--- config.mk ---
export PLATFORM = sky130hd
export DESIGN_NAME = conv_sched
export DESIGN_NICKNAME = d
export VERILOG_FILES = /design/src/rtl/conv_sched_pkg.sv /design/src/rtl/conv_rate_decode.sv /design/src/rtl/conv_period_ctr.sv /design/src/rtl/conv_launch_ctl.sv /design/src/rtl/conv_sched.sv
export SDC_FILE = /design/constraint.sdc
export NUM_CORES = 1
export LEC_CHECK = 0
export ABC_AREA = 1
export BUFFER_PORTS_ARGS = -buffer_cell sky130_fd_sc_hd__buf_4
export CELL_PAD_IN_SITES_DETAIL_PLACEMENT = 1
export CELL_PAD_IN_SITES_GLOBAL_PLACEMENT = 1
export CORE_MARGIN = 1.5
export CORE_UTILIZATION = 30
export DETAILED_ROUTE_END_ITERATION = 6
export GPL_TIMING_DRIVEN = 0
export PLACE_DENSITY = 0.72
export SYNTH_ARGS = -nofsm -noshare
export SYNTH_HDL_FRONTEND = slang
export SYNTH_SLANG_ARGS = --single-unit
--- constraint.sdc ---
create_clock -name clk -period 1.6 [get_ports clk]
set_input_delay 0.32 -clock clk [delete_from_list [all_inputs] [get_ports clk]]
set_output_delay 0.32 -clock clk [all_outputs]
set_load 0.01 [all_outputs]
--- src/rtl/conv_sched_pkg.sv ---
package conv_sched_pkg;
  localparam int unsigned RATE_BITS = 8;
  localparam int unsigned CODE_BITS = 3;
  localparam int unsigned CNT_BITS  = (1 << CODE_BITS) - 1;

  typedef enum logic [1:0] {
    LNCH_IDLE = 2'b00,
    LNCH_BUSY = 2'b01
  } lnch_state_e;
endpackage

--- src/rtl/conv_rate_decode.sv ---
module conv_rate_decode #(
  parameter int unsigned RATE_W = 8,
  parameter int unsigned CODE_W = 3,
  localparam int unsigned CNT_W = (1 << CODE_W) - 1
) (
  input  logic [RATE_W-1:0] rate_i,
  output logic [CODE_W-1:0] code_o,
  output logic [CNT_W-1:0]  term_o
);
  logic reserved;

  generate
    if (RATE_W > CODE_W) begin : g_upper
      assign reserved = |rate_i[RATE_W-1:CODE_W];
    end else begin : g_none
      assign reserved = 1'b0;
    end
  endgenerate

  // reserved values fall back to the slowest code
  assign code_o = reserved ? '0 : rate_i[CODE_W-1:0];
  // terminal count = period - 1 = 2^(max - code) - 1
  assign term_o = {CNT_W{1'b1}} >> code_o;
endmodule

--- src/rtl/conv_period_ctr.sv ---
module conv_period_ctr #(
  parameter int unsigned CODE_W = 3,
  localparam int unsigned CNT_W = (1 << CODE_W) - 1
) (
  input  logic              clk,
  input  logic              rst_n,
  input  logic              tick_i,
  input  logic              run_i,
  input  logic [CODE_W-1:0] code_i,
  input  logic [CNT_W-1:0]  term_i,
  output logic              expire_o
);
  logic [CODE_W-1:0] code_q;
  logic [CNT_W-1:0]  cnt_q;
  logic              restart;
  logic              at_term;

  assign restart  = (code_i != code_q) || !run_i;
  assign at_term  = (cnt_q == term_i);
  assign expire_o = tick_i && at_term && !restart;

  always_ff @(posedge clk) begin
    if (!rst_n) begin
      code_q <= '0;
      cnt_q  <= '0;
    end else begin
      code_q <= code_i;
      if (restart) begin
        cnt_q <= '0;
      end else if (tick_i) begin
        cnt_q <= at_term ? '0 : cnt_q + 1'b1;
      end
    end
  end
endmodule

--- src/rtl/conv_launch_ctl.sv ---
module conv_launch_ctl
  import conv_sched_pkg::*;
(
  input  logic clk,
  input  logic rst_n,
  input  logic expire_i,
  input  logic standby_i,
  input  logic oneshot_i,
  input  logic done_i,
  output logic start_o,
  output logic busy_o
);
  lnch_state_e state_q;
  logic        start_q;
  logic        fire;

  assign fire = (state_q == LNCH_IDLE) && (expire_i || (standby_i && oneshot_i));

  always_ff @(posedge clk) begin
    if (!rst_n) begin
      state_q <= LNCH_IDLE;
      start_q <= 1'b0;
    end else begin
      start_q <= fire;
      case (state_q)
        LNCH_IDLE: if (fire)   state_q <= LNCH_BUSY;
        LNCH_BUSY: if (done_i) state_q <= LNCH_IDLE;
        default:               state_q <= LNCH_IDLE;
      endcase
    end
  end

  assign start_o = start_q;
  assign busy_o  = (state_q == LNCH_BUSY);
endmodule

--- src/rtl/conv_sched.sv ---
module conv_sched #(
  parameter int unsigned RATE_W = conv_sched_pkg::RATE_BITS,
  parameter int unsigned CODE_W = conv_sched_pkg::CODE_BITS,
  localparam int unsigned CNT_W = (1 << CODE_W) - 1
) (
  input  logic              clk,
  input  logic              rst_n,
  input  logic              tick_i,
  input  logic [RATE_W-1:0] rate_i,
  input  logic              standby_i,
  input  logic              oneshot_wr_i,
  input  logic              conv_done_i,
  output logic              start_o,
  output logic              busy_o
);
  logic [CODE_W-1:0] code;
  logic [CNT_W-1:0]  term;
  logic              expire;

  conv_rate_decode #(.RATE_W(RATE_W), .CODE_W(CODE_W)) u_dec (
    .rate_i (rate_i),
    .code_o (code),
    .term_o (term)
  );

  conv_period_ctr #(.CODE_W(CODE_W)) u_ctr (
    .clk      (clk),
    .rst_n    (rst_n),
    .tick_i   (tick_i),
    .run_i    (!standby_i),
    .code_i   (code),
    .term_i   (term),
    .expire_o (expire)
  );

  conv_launch_ctl u_lnch (
    .clk       (clk),
    .rst_n     (rst_n),
    .expire_i  (expire),
    .standby_i (standby_i),
    .oneshot_i (oneshot_wr_i),
    .done_i    (conv_done_i),
    .start_o   (start_o),
    .busy_o    (busy_o)
  );
endmodule

==> reports/summary.md, run 1 <==
The run finished with clean final reports. 16 I/O pins were placed. For this run, the slowest stage of the critical path takes 0.20 ns. The clock transition time at the flip-flop clock pins of the worst setup and hold paths is 0.07 ns, and the count of H-tree levels built during CTS is 1. The logs give 3 for the number of search-and-repair iterations in the first detailed-routing pass and 3 for the CTS buffer count.

The worst supply voltage drop on vdd was 351 µV; the total DRC errors in the routed layout was 0. The detailed router finished its first iteration with 2 violations. Of the available clock period, the critical path in the final layout requires 96.4%. The critical path is of the in -> reg type. The filler cells instantiated in the layout total 307. For the setup skew after layout, the log shows 0.00333 ns. The completed layout was analyzed and its total power is 0.583 mW. Setup violations remaining at the end of the flow were counted as 0. Setup total negative slack on the finished layout was measured at 0 ns.

The slowest stage of the critical path belongs to the cell sky130_fd_sc_hd__nor2_4. The tools report the remaining global-route overflow as 0. The tools report the required time of the worst setup path as 1.77 ns. Kind of capture point of the worst setup path: a flop.

The tools report the core outline area as 2300 µm². The tools report the number of warnings printed during yosys synthesis as 0. The average cell area after synthesis came out at 6.53 µm². Summed over all cells, the static leakage comes to 0.502 nW.

The worst-case headroom to the max-slew limit came out at 67.6%. The worst hold path begins at rst_n. After clock tree synthesis, the flow added hold-fix buffers numbering 0.

0 antenna diodes ended up in the layout. At the end of routability-driven placement, the weighted congestion stood at 0.859. At the end of the flow, the number of nets in the layout was 156. Detailed placement finished with a half-perimeter wire length of 1480 µm. The number of antenna violations at the first check in global routing is 0, and the maximum count of clock buffers along a single path is 2. The initial core utilization was 32.7%; the ratio of total power to cell area was 553 nW/µm².

Number of unique standard cell types used by synthesis: 20. TritonCTS built the clock tree. Using the TritonRoute via totals, the vias-per-cell ratio works out to 4.80. The number of global-route vias before repair is 789. The highest achievable clock rate was 649 MHz; the mapped cell area was 751 µm².

In this run the core area contains 17 standard-cell rows. Global routing consumed, over all layers together, 17.1% of the routing resources. Kind of launch point of the worst setup path: an input pin. Compared with the post-synthesis result, the final layout area differs by 40.5%. For this design, the sink count on the clock tree is 12. Once detail routing completed, the nets flagged for antenna violations numbered 0. The signal on the critical path passes through buf_4 -> inv_1 -> nand2_2 -> nor2_4 -> nand2_4 -> buf_6 -> nand2_2 -> nand2_2 -> inv_2 -> nand3_4 -> nor2_4 -> nand2_2 -> o21bai_4 -> nor2_1.

The number of nets handed over by synthesis was 130. The logs give 2000 µm for the final wirelength and 115 for the synthesized instance count. The area of the die is 2810 µm². Buffers placed on the I/O ports in this run total 15.

The first global-routing pass estimated 3310 µm of wire. The worst register-to-register path begins at u_ctr.cnt_q[0]$_SDFFE_PP0P_. The insertion delay to the later sink of the worst-skew pair is 0.27 ns. In this run the worst hold path is classified as in -> reg. The post-route netlist has 36.7% of its cells at a drive strength greater than 1. The die is 53.0 µm wide. In the final layout, flip-flops and latches occupy 240 µm². The via count of the routed design is 801, and the number of max-slew violations in the final report is 0. Cell occurring most often along the worst timing path: sky130_fd_sc_hd__nand2_2. For the worst setup path, the data arrival time is 1.71 ns. Along the worst path, the maximum fanout reaches 6. The tool flagged a number of max-cap violations equal to 0. The die is 53.0 µm tall. The transition time of the tightest slew-check pin is 0.482 ns. The critical path starts at rate_i[6].

Setup repair after global routing could not meet its margin everywhere. The logs give 0 for the final count of hold timing violations and 32.0% for the share of the yosys chip area belonging to registers. The tree is rooted in a sky130_fd_sc_hd__clkbuf_4.

Entering global routing, the biggest net connects 7 pins. The clock period minus final worst setup slack is 1.54 ns. The buffering stage count on the worst path with inverters included is 4, and the detail-routed net length per standard cell is 12.0 µm. The number of storage elements in the synthesis netlist came out at 12.

The run gives 504 µm² as the multi-input combinational cell area. The family with the most delay on the worst path is simple AND/OR/NAND/NOR gates.
## worst min-delay path, cell delays in order
cell,delay [ns]
sky130_fd_sc_hd__buf_4,0.09
sky130_fd_sc_hd__nand3b_1,0.08
sky130_fd_sc_hd__nand2_1,0.06
## layout by cell type (no fill, tap or decap), drive strengths merged
cell    instances
a21oi           4
nand4           4
o211ai          1
or2             2
ha              1
dfxtp          12
nand3b          1
o21ai           1
nor4            1
clkbuf          3
o21bai          1
nor2           15
xor2            5
nand2          35
nand3          12
inv            19
buf            22
## Yosys cell counts
cell	n	share of area [%]
sky130_fd_sc_hd__inv_1	19	9.5
sky130_fd_sc_hd__a21oi_2	1	1.2
sky130_fd_sc_hd__nor2_2	1	0.83
sky130_fd_sc_hd__nand4_1	4	3.3
sky130_fd_sc_hd__nand3b_1	1	1.0
sky130_fd_sc_hd__nand2_4	1	1.5
sky130_fd_sc_hd__ha_1	1	1.7
sky130_fd_sc_hd__nor4_1	1	0.83
sky130_fd_sc_hd__dfxtp_1	12	32
sky130_fd_sc_hd__nor2_4	1	1.5
sky130_fd_sc_hd__nor2_1	13	6.5
sky130_fd_sc_hd__o21bai_4	1	2.5
sky130_fd_sc_hd__nand3_1	12	8.0
sky130_fd_sc_hd__or2_2	2	1.7
sky130_fd_sc_hd__a21oi_1	3	2.0
sky130_fd_sc_hd__buf_6	1	1.5
sky130_fd_sc_hd__o211ai_1	1	1.0
sky130_fd_sc_hd__o21ai_1	1	0.67
sky130_fd_sc_hd__xor2_1	5	5.8
sky130_fd_sc_hd__nand2_1	34	17
## layout make-up
class                   count  share of cell area [%]
plain buffers               1                    1.07
well taps                  28                    3.32
repair buffers             21                    16.1
multi-input cells          83                    47.8
flip-flops and latches     12                    22.8
clock buffers               3                    2.14
inverters                  19                    6.76
## repair_timing
item	CTS	global route
endpoints found under the setup margin	6	9
resized for setup	19	8
gates cloned	1	0
buffers inserted	5	0
pin swaps	13	11
## registers in the layout, indices dropped and copies added (netlist names)
signal	flops
u_lnch.state_q	1
u_ctr.cnt_q	7
u_ctr.code_q	3
u_lnch.start_o	1
## routing by layer
layer / global-route usage [%] / part of all wire (%) / vias up
met5: 0 / 0 / -
li1: - / - / 407
met1: 18.7 / 46 / 377
met4: 9.40 / 1.6 / 0
met3: 3.39 / 3.2 / 5
met2: 30.4 / 50 / 12
## stage by stage
stage | cells | setup WS (ns) | utilization (%) | hold WS (ns) | area, µm²
global placement | 158 | -0.324 | 39.1 | 0.476 | 898
CTS | 167 | 0.00704 | 45.0 | 0.300 | 1030
floorplan | 115 | 0.0219 | - | 0.464 | 751
detailed placement | 158 | -0.401 | 39.1 | 0.491 | 898
global route | 167 | -0.0894 | 45.9 | 0.302 | 1050
finish | 167 | 0.0584 | 45.9 | 0.305 | 1050
## logic make-up after synthesis
kind of cell | Yosys count | share of synthesized area (%)
simple gates | 70 | 42.2
xor+xnor | 5 | 5.83
flops | 12 | 32.0
compound gates | 7 | 7.33
buf+inv | 20 | 11.0
fa+ha+maj | 1 | 1.67
## power by group
group          switching [mW]  internal (mW)  total [mW]
sequential            0.00333          0.303       0.306
combinational          0.0444         0.0437      0.0881
clock                   0.101         0.0872       0.189
## worst paths after layout
| kind | end | slack [ns] | cells past startpoint |
|---|---|---|---|
| max | u_ctr.cnt_q[3]$_SDFFE_PP0P_ | 0.06 | 14 |
| min | u_lnch.state_q[0]$_SDFFE_PN0P_ | 0.30 | 3 |
| max reg2reg | u_ctr.cnt_q[5]$_SDFFE_PP0P_ | 0.16 | 5 |
| min reg2reg | u_lnch.state_q[0]$_SDFFE_PN0P_ | 0.50 | 2 |
No activity file was read; power rests on OpenSTA's default activity.
==> run 2, diff against run 1 <==
Settings changed: CORE_ASPECT_RATIO set to 0.7.
==> reports/summary.md, run 2 (same netlist as run 1, synthesis figures left out) <==
The flow ran to the end, and the final reports show no timing, DRC or antenna violations. The delay contributed by the slowest stage of the critical path works out to 0.20 ns (about the same). In the final layout, the registers with the most flip-flops are u_ctr.cnt_q x7, u_ctr.code_q x3. The number of antenna-violating nets in the routed design is 0 (unchanged), and the floorplan die width is 62.8 µm (+18%).

For the net count reported at finish, the log shows 156 (unchanged). The run gives 0.767 (-11%) as the global placement routability congestion. The static power due to leakage is 0.534 nW (+6.4%). The final cell count without fillers was 172 (+3.0%). Transition time of the tightest slew-check pin: 0.331 ns (-0.151 ns).

The run gives 2 (unchanged) as the maximum count of clock buffers along a single path. The net switching component of the power is 0.170 mW (+14%), and the final number of setup-violating endpoints is 0 (unchanged). The worst supply voltage drop on vdd was 331 µV (-5.6%); the number of flip-flops in the largest register was 7 (unchanged). The per-cell via count in the routed design was 4.78 (-0.36%). The most common cell after layout, fill and taps aside is sky130_fd_sc_hd__nand2_1. The run gives 33.2% (+0.54 points) as the initial core utilization. The top cell types in the final layout, fill and taps aside, are 23 x sky130_fd_sc_hd__nand2_1, 19 x sky130_fd_sc_hd__inv_1, 17 x sky130_fd_sc_hd__buf_4, 12 x sky130_fd_sc_hd__dfxtp_1, 10 x sky130_fd_sc_hd__nand2_2. The via count of the routed design is 822 (+2.6%). The worst setup path is of the in -> reg kind. The final-layout setup total negative slack was 0 ns (unchanged). Count of antenna diodes in the layout: 0 (unchanged). The global-route wire length before repair is 3450 µm (+4.4%).

Number of max-slew violations in the final report: 0 (unchanged). The run gives 162 (+2.5%) as the cell count after placement. For the insertion delay to the later sink of the worst-skew pair, the log shows 0.29 ns (+0.02 ns). The area added between synthesis and finish works out to 47.7%.

The CTS buffer count was 3 (unchanged); the clock period minus final worst setup slack was 1.59 ns (+0.0442 ns). The share of post-route cells with drive strength above 1 came out at 41.4% (+4.7 points). Walking the worst path, the cells encountered are buf_6 -> nor2_4 -> nand2_2 -> nor2_4 -> buf_4 -> nand2_2 -> xor2_1 -> nand2_1 -> nor2_4 -> nand2_2 -> o21bai_4 -> nor2_1.

The number of buffer cells added on primary ports is 15 (unchanged), and the clock sink count is 12 (unchanged). The clock transition time at the flip-flop clock pins of the worst setup and hold paths is 0.07 ns (about the same). The ratio of total power to cell area came out at 593 nW/µm² (+7.3%).

For the remaining global-route overflow, the log shows 0 (unchanged). The worst-case headroom to the max-slew limit came out at 77.7% (+10 points). The tools report the clock root buffer as sky130_fd_sc_hd__clkbuf_4. The switching portion of total power is 25.8% (+0.22 points).

The logs give 631 MHz (-2.8%) for the highest achievable clock rate and 2260 µm² (-1.6%) for the core outline area. The slowest cell on the critical path was sky130_fd_sc_hd__o21bai_4. The sequential share of power was 46.6% (-5.9 points). The chip height is 44.9 µm (-15%). The worst setup path is captured at a flop.

The run gives 0.488 mW (+12%) as the internal power contribution. The number of violations of the max-capacitance limit is 0 (unchanged). Broken down by cell family, the worst path's largest delay share belongs to simple AND/OR/NAND/NOR gates. The run gives 1550 µm (+5.3%) as the half-perimeter wire length after detailed placement.

The all-layer global routing usage is 16.3% (-0.74 points). The final wirelength is 2310 µm (+15%), and the clock power share is 38.8% (+6.4 points). The final critical-path share of the clock period came out at 99.1% (+2.8 points). The maximum fanout encountered on the critical timing path came out at 6 (unchanged). The logs give 1 (unchanged) for the count of H-tree levels built during CTS and 2820 µm² (+0.17%) for the area of the die. Kind of launch point of the worst setup path: an input pin. The floorplan row count was 14 (-3); the number of global-route vias before repair was 731 (-7.4%). For the combinational cell fraction of total power, the log shows 14.6% (-0.5 points). The boundary pin count is 16 (unchanged), and the hold buffer count at cts is 0 (unchanged). The detail-routed net length per standard cell is 13.4 µm (+12%). The run gives 1.81 ns (+0.04 ns) as the required time of the worst setup path. The initial DRC count came out at 21 (+19). The buffering stage count on the worst path with inverters included was 2 (-2). The tools report the arrival time of the worst setup path as 1.80 ns (+0.09 ns). Cell area after placement: 903 µm² (+0.56%).

Register with the most flip-flops: u_ctr.cnt_q. For the number of antenna violations at the first check in global routing, the log shows 0 (unchanged). Path type of the worst min-delay path: in -> reg.

The total DRC errors in the routed layout was 0 (unchanged); the final count of hold timing violations was 0 (unchanged). Setup repair after global routing could not meet its margin everywhere. The worst hold margin was 0.297 ns (-0.00740 ns); the number of search-and-repair iterations in the first detailed-routing pass was 2 (-1). TritonCTS built the clock tree.

Maximum number of pins on one net before global-route repair: 11 (+4). The run gives 1110 µm² (+5.1%) as the post-layout instance area. The setup skew after layout came out at 0.0176 ns (+0.0143 ns).
run 2: changes by cell type in the layout (fill, tap and decap cells not counted), sizes merged:
cell | before | now
clkbuf | 3 | 4
run 2: what timing repair did:
action	CTS	global route
endpoints found under the setup margin	6	9
pin swaps	5	17
buffers inserted	3	3
gates resized for setup	8	28
gates cloned	0	0
run 2: path summary, 6_finish.rpt:
path	from	end	slack (ns)	cells after the start
worst max register to register	u_ctr.cnt_q[5]$_SDFFE_PP0P_	u_ctr.cnt_q[4]$_SDFFE_PP0P_	0.23	9
worst max-delay path	rate_i[3]	u_ctr.cnt_q[4]$_SDFFE_PP0P_	0.01	12
worst min register to register	u_lnch.state_q[0]$_SDFFE_PN0P_	u_lnch.state_q[0]$_SDFFE_PN0P_	0.50	2
worst min-delay path	conv_done_i	u_lnch.state_q[0]$_SDFFE_PN0P_	0.30	3
run 2: final cells by class:
cell class | instances | area (µm²)
fillers | 294 | 1150
multi-input cells | 83 | 537
flip-flops and latches | 12 | 240
repair buffers | 21 | 173
inverters | 19 | 71.3
well taps | 32 | 40.0
clock buffers | 4 | 36.3
plain buffers | 1 | 11.3
run 2: metrics by stage:
stage | power [mW] | utilization (%) | worst slack [ns]
global placement | 0.388 | 40.0 | -0.291
global route | 0.690 | 49.1 | -0.0712
finish | 0.658 | 49.1 | 0.0141
detailed placement | 0.390 | 40.0 | -0.385
CTS | 0.656 | 43.6 | -0.00858
floorplan | 0.347 | - | 0.0219
run 2: metal layers:
metal / share of wire (%) / vias up / routed length (µm) / track usage [%]
met1: 47 / 398 / 1090 / 21.8
met2: 48 / 16 / 1100 / 25.6
met3: 4.4 / 2 / 101 / 5.99
met4: 0.74 / 0 / 17 / 4.00
met5: 0 / - / 0 / 0
li1: - / 406 / - / -
run 2: tightest hold or removal path: cells and delay by family:
family | cells | cell delay [ns]
buffers and inverters | 1 | 0.07
AND/OR/NAND/NOR | 2 | 0.14
run 2: power by group through the flow:
| stage | clock network (mW) | registers [mW] | logic (mW) |
|---|---|---|---|
| after floorplan | 0 | 0.314 | 0.0328 |
| after global placement | 0 | 0.313 | 0.0746 |
| after detailed placement | 0 | 0.313 | 0.0762 |
| after CTS | 0.268 | 0.306 | 0.0818 |
| after global routing | 0.279 | 0.307 | 0.104 |
| final | 0.255 | 0.306 | 0.0960 |
==> run 3, diff against run 2 <==
Settings changed: CORE_UTILIZATION 30 to 32, PLACE_DENSITY 0.72 to 0.76.
==> reports/summary.md, run 3 (same netlist as run 1, synthesis figures left out) <==
The run finished with clean final reports. The switching portion of total power works out to 24.5% (-1.3 points). For the boundary pin count, the log shows 16 (unchanged). The highest achievable clock rate was 628 MHz (-0.41%).

The number of cells on the critical path is 14 (+2). The run gives -0.426 ns (-0.0410 ns) as the setup slack at placement. The kind of launch point of the worst setup path is an input pin. The logs give 151 (-3.2%) for the net count reported at finish and 13.4% (-1.2 points) for the combinational cell fraction of total power. The clock period minus final worst setup slack is 1.59 ns (+0.00657 ns). For the arrival time of the worst setup path, the log shows 1.76 ns (-0.04 ns). Ranked by flip-flop count, first place goes to u_ctr.cnt_q. The family with the most delay on the worst path is simple AND/OR/NAND/NOR gates. The run gives 0 (unchanged) as the number of violations of the max-capacitance limit. The area added between synthesis and finish was 34.8%; the detail-routed net length per standard cell was 12.1 µm (-9.7%). The floorplan die width is 60.9 µm (-3.0%), and the post-layout instance area is 1010 µm² (-8.7%). The logs give 0 (unchanged) for the count of antenna diodes in the layout and 2 (unchanged) for the maximum count of clock buffers along a single path. Source of the worst register-to-register timing path: u_ctr.cnt_q[0]$_SDFFE_PP0P_. The net switching component of the power is 0.157 mW (-7.5%), and the worst-case headroom to the max-slew limit is 65.7% (-12 points). Per-cell via count in the routed design: 4.68 (-2.1%).

The share of post-route cells with drive strength above 1 came out at 32.6% (-8.8 points). The cell count after placement is 162 (unchanged), and the area of the die is 2650 µm² (-5.9%). The initial core utilization was 34.3% (+1.1 points). The tools report the number of global-route vias before repair as 779 (+6.6%).

Final critical-path share of the clock period: 99.5% (+0.41 points). Path type of the worst min-delay path: in -> reg. The remaining global-route overflow is 0 (unchanged), and the final-layout setup total negative slack is 0 ns (unchanged). The run gives 12 (unchanged) as the clock sink count.

The final cell count without fillers is 167 (-2.9%). The global placement routability congestion is 0.854 (+11%), and the maximum fanout encountered on the critical timing path is 7 (+1). The number of max-slew violations in the final report was 0 (unchanged); the number of flip-flops in the largest register was 7 (unchanged). The logs give 1620 µm (+4.2%) for the half-perimeter wire length after detailed placement and 2020 µm (-12%) for the final wirelength.

The insertion delay to the later sink of the worst-skew pair is 0.27 ns (-0.02 ns), and the initial DRC count is 18 (-14%). For the final count of hold timing violations, the log shows 0 (unchanged). The run gives 17.3% (+0.96 points) as the all-layer global routing usage.

The via count of the routed design is 781 (-5.0%), and the final core area utilization is 46.2% (-2.8 points). The worst hold margin was 0.297 ns (+0.000196 ns). The worst hold path cell count is 3 (unchanged), and the final number of setup-violating endpoints is 0 (unchanged). Walking the worst path, the cells encountered are buf_4 -> inv_1 -> nand2_2 -> nor2_4 -> nand2_4 -> buf_6 -> nand3_2 -> nand2_1 -> inv_1 -> nand2_1 -> nor2_2 -> nand2_2 -> o21bai_4 -> nor2_1.

The critical path is of the in -> reg type. The total power after layout was 0.640 mW (-2.6%); the count of H-tree levels built during CTS was 1 (unchanged). The setup skew after layout is 0.00726 ns (-0.0103 ns), and the maximum number of pins on one net before global-route repair is 8 (-3). The worst hold path begins at conv_done_i. The largest individual stage delay along the critical path comes from the cell sky130_fd_sc_hd__o21bai_4. The internal power contribution was 0.483 mW (-0.92%); the number of buffer cells added on primary ports was 15 (unchanged). The buffers inserted during post-CTS setup optimization came out at 0 (-3). The transition time of the tightest slew-check pin was 0.509 ns (+0.178 ns). Clock root buffer: sky130_fd_sc_hd__clkbuf_4. Cell area after placement: 903 µm² (unchanged). The number of antenna-violating nets in the routed design is 0 (unchanged). The logs give 47.9% (+1.3 points) for the sequential share of power and 0 (unchanged) for the hold buffer count at cts.

The number of antenna violations at the first check in global routing is 0 (unchanged), and the delay contributed by the slowest stage of the critical path is 0.23 ns (+0.03 ns). The chip height was 43.5 µm (-3.0%); the path depth of the worst reg2reg path was 5 (-4). The buffering stage count on the worst path with inverters included came out at 4 (+2).

For the required time of the worst setup path, the log shows 1.77 ns (-0.04 ns). The tools report the worst-case setup margin in the final layout as 0.00757 ns (-0.00657 ns). The core outline area came out at 2190 µm² (-3.1%).

TritonCTS built the clock tree. Setup repair after global routing could not meet its margin everywhere. The static power due to leakage was 0.476 nW (-11%). The largest registers in the layout are u_ctr.cnt_q x7, u_ctr.code_q x3.

The logs give 4 (+2) for the number of search-and-repair iterations in the first detailed-routing pass and 14 (unchanged) for the floorplan row count. The library cell used most frequently in the layout, excluding fill and tap cells, is sky130_fd_sc_hd__nand2_1. The clock transition time at the flip-flop clock pins of the worst setup and hold paths works out to 0.09 ns (+0.02 ns). The tools report the global-route wire length before repair as 3370 µm (-2.2%). The number of fill cells is 302 (+2.7%). The run gives 304 µV (-8.2%) as the worst supply voltage drop on vdd.

Kind of capture point of the worst setup path: a flop. The total DRC errors in the routed layout came out at 0 (unchanged). The run gives 3 (unchanged) as the CTS buffer count. In the layout the commonest cells are 28 x sky130_fd_sc_hd__nand2_1, 18 x sky130_fd_sc_hd__inv_1, 13 x sky130_fd_sc_hd__buf_4, 12 x sky130_fd_sc_hd__dfxtp_1, 10 x sky130_fd_sc_hd__nor2_1.

The ratio of total power to cell area is 633 nW/µm² (+6.6%). The run gives 38.7% (about the same) as the clock power share. The most critical setup path has its startpoint at rate_i[5].
==> run 3: changes by cell type in the layout (fill, tap and decap cells not counted), sizes merged <==
| cell | before | now |
|---|---|---|
| buf | 22 | 17 |
==> run 3: worst paths after layout <==
kind                                     to  slack [ns]
max             u_ctr.cnt_q[5]$_SDFFE_PP0P_       0.008
min          u_lnch.state_q[0]$_SDFFE_PN0P_        0.30
max reg2reg     u_ctr.cnt_q[5]$_SDFFE_PP0P_        0.15
min reg2reg     u_ctr.cnt_q[6]$_SDFFE_PP0P_        0.50
==> run 3: layout make-up <==
cell class | instances | area [µm²] | area share, %
Buffer | 1 | 11.3 | 1.11
Clock buffer | 4 | 36.3 | 3.58
Inverter | 19 | 71.3 | 7.05
Multi-Input combinational cell | 83 | 488 | 48.2
Sequential cell | 12 | 240 | 23.7
Tap cell | 32 | 40.0 | 3.96
Timing Repair Buffer | 16 | 125 | 12.4
==> run 3: power by group through the flow <==
stage | clock [mW] | sequential [mW] | combinational, mW
floorplan | 0 | 0.314 | 0.0328
global placement | 0 | 0.313 | 0.0748
detailed placement | 0 | 0.314 | 0.0774
CTS | 0.254 | 0.306 | 0.0861
global route | 0.270 | 0.307 | 0.0946
finish | 0.248 | 0.306 | 0.0859
==> run 3: metal layers <==
metal | part of all wire, % | wire length [µm] | up-vias | global-route usage [%]
met2 | 46 | 920 | 11 | 28.2
met3 | 2.9 | 59 | 2 | 2.09
met5 | 0 | 0 | - | 0
met4 | 0.64 | 13 | 0 | 6.09
li1 | - | - | 399 | -
met1 | 51 | 1030 | 369 | 23.7
==> run 3: repair_timing <==
action,4_1_cts,5_1_grt
cloned,1,0
endpoints found under the setup margin,6,8
resized for setup,16,4
pin swaps,15,12
==> run 3: worst min-delay path: stages <==
cell,delay [ns]
sky130_fd_sc_hd__buf_4,0.07
sky130_fd_sc_hd__nand3b_1,0.09
sky130_fd_sc_hd__nand2_1,0.05
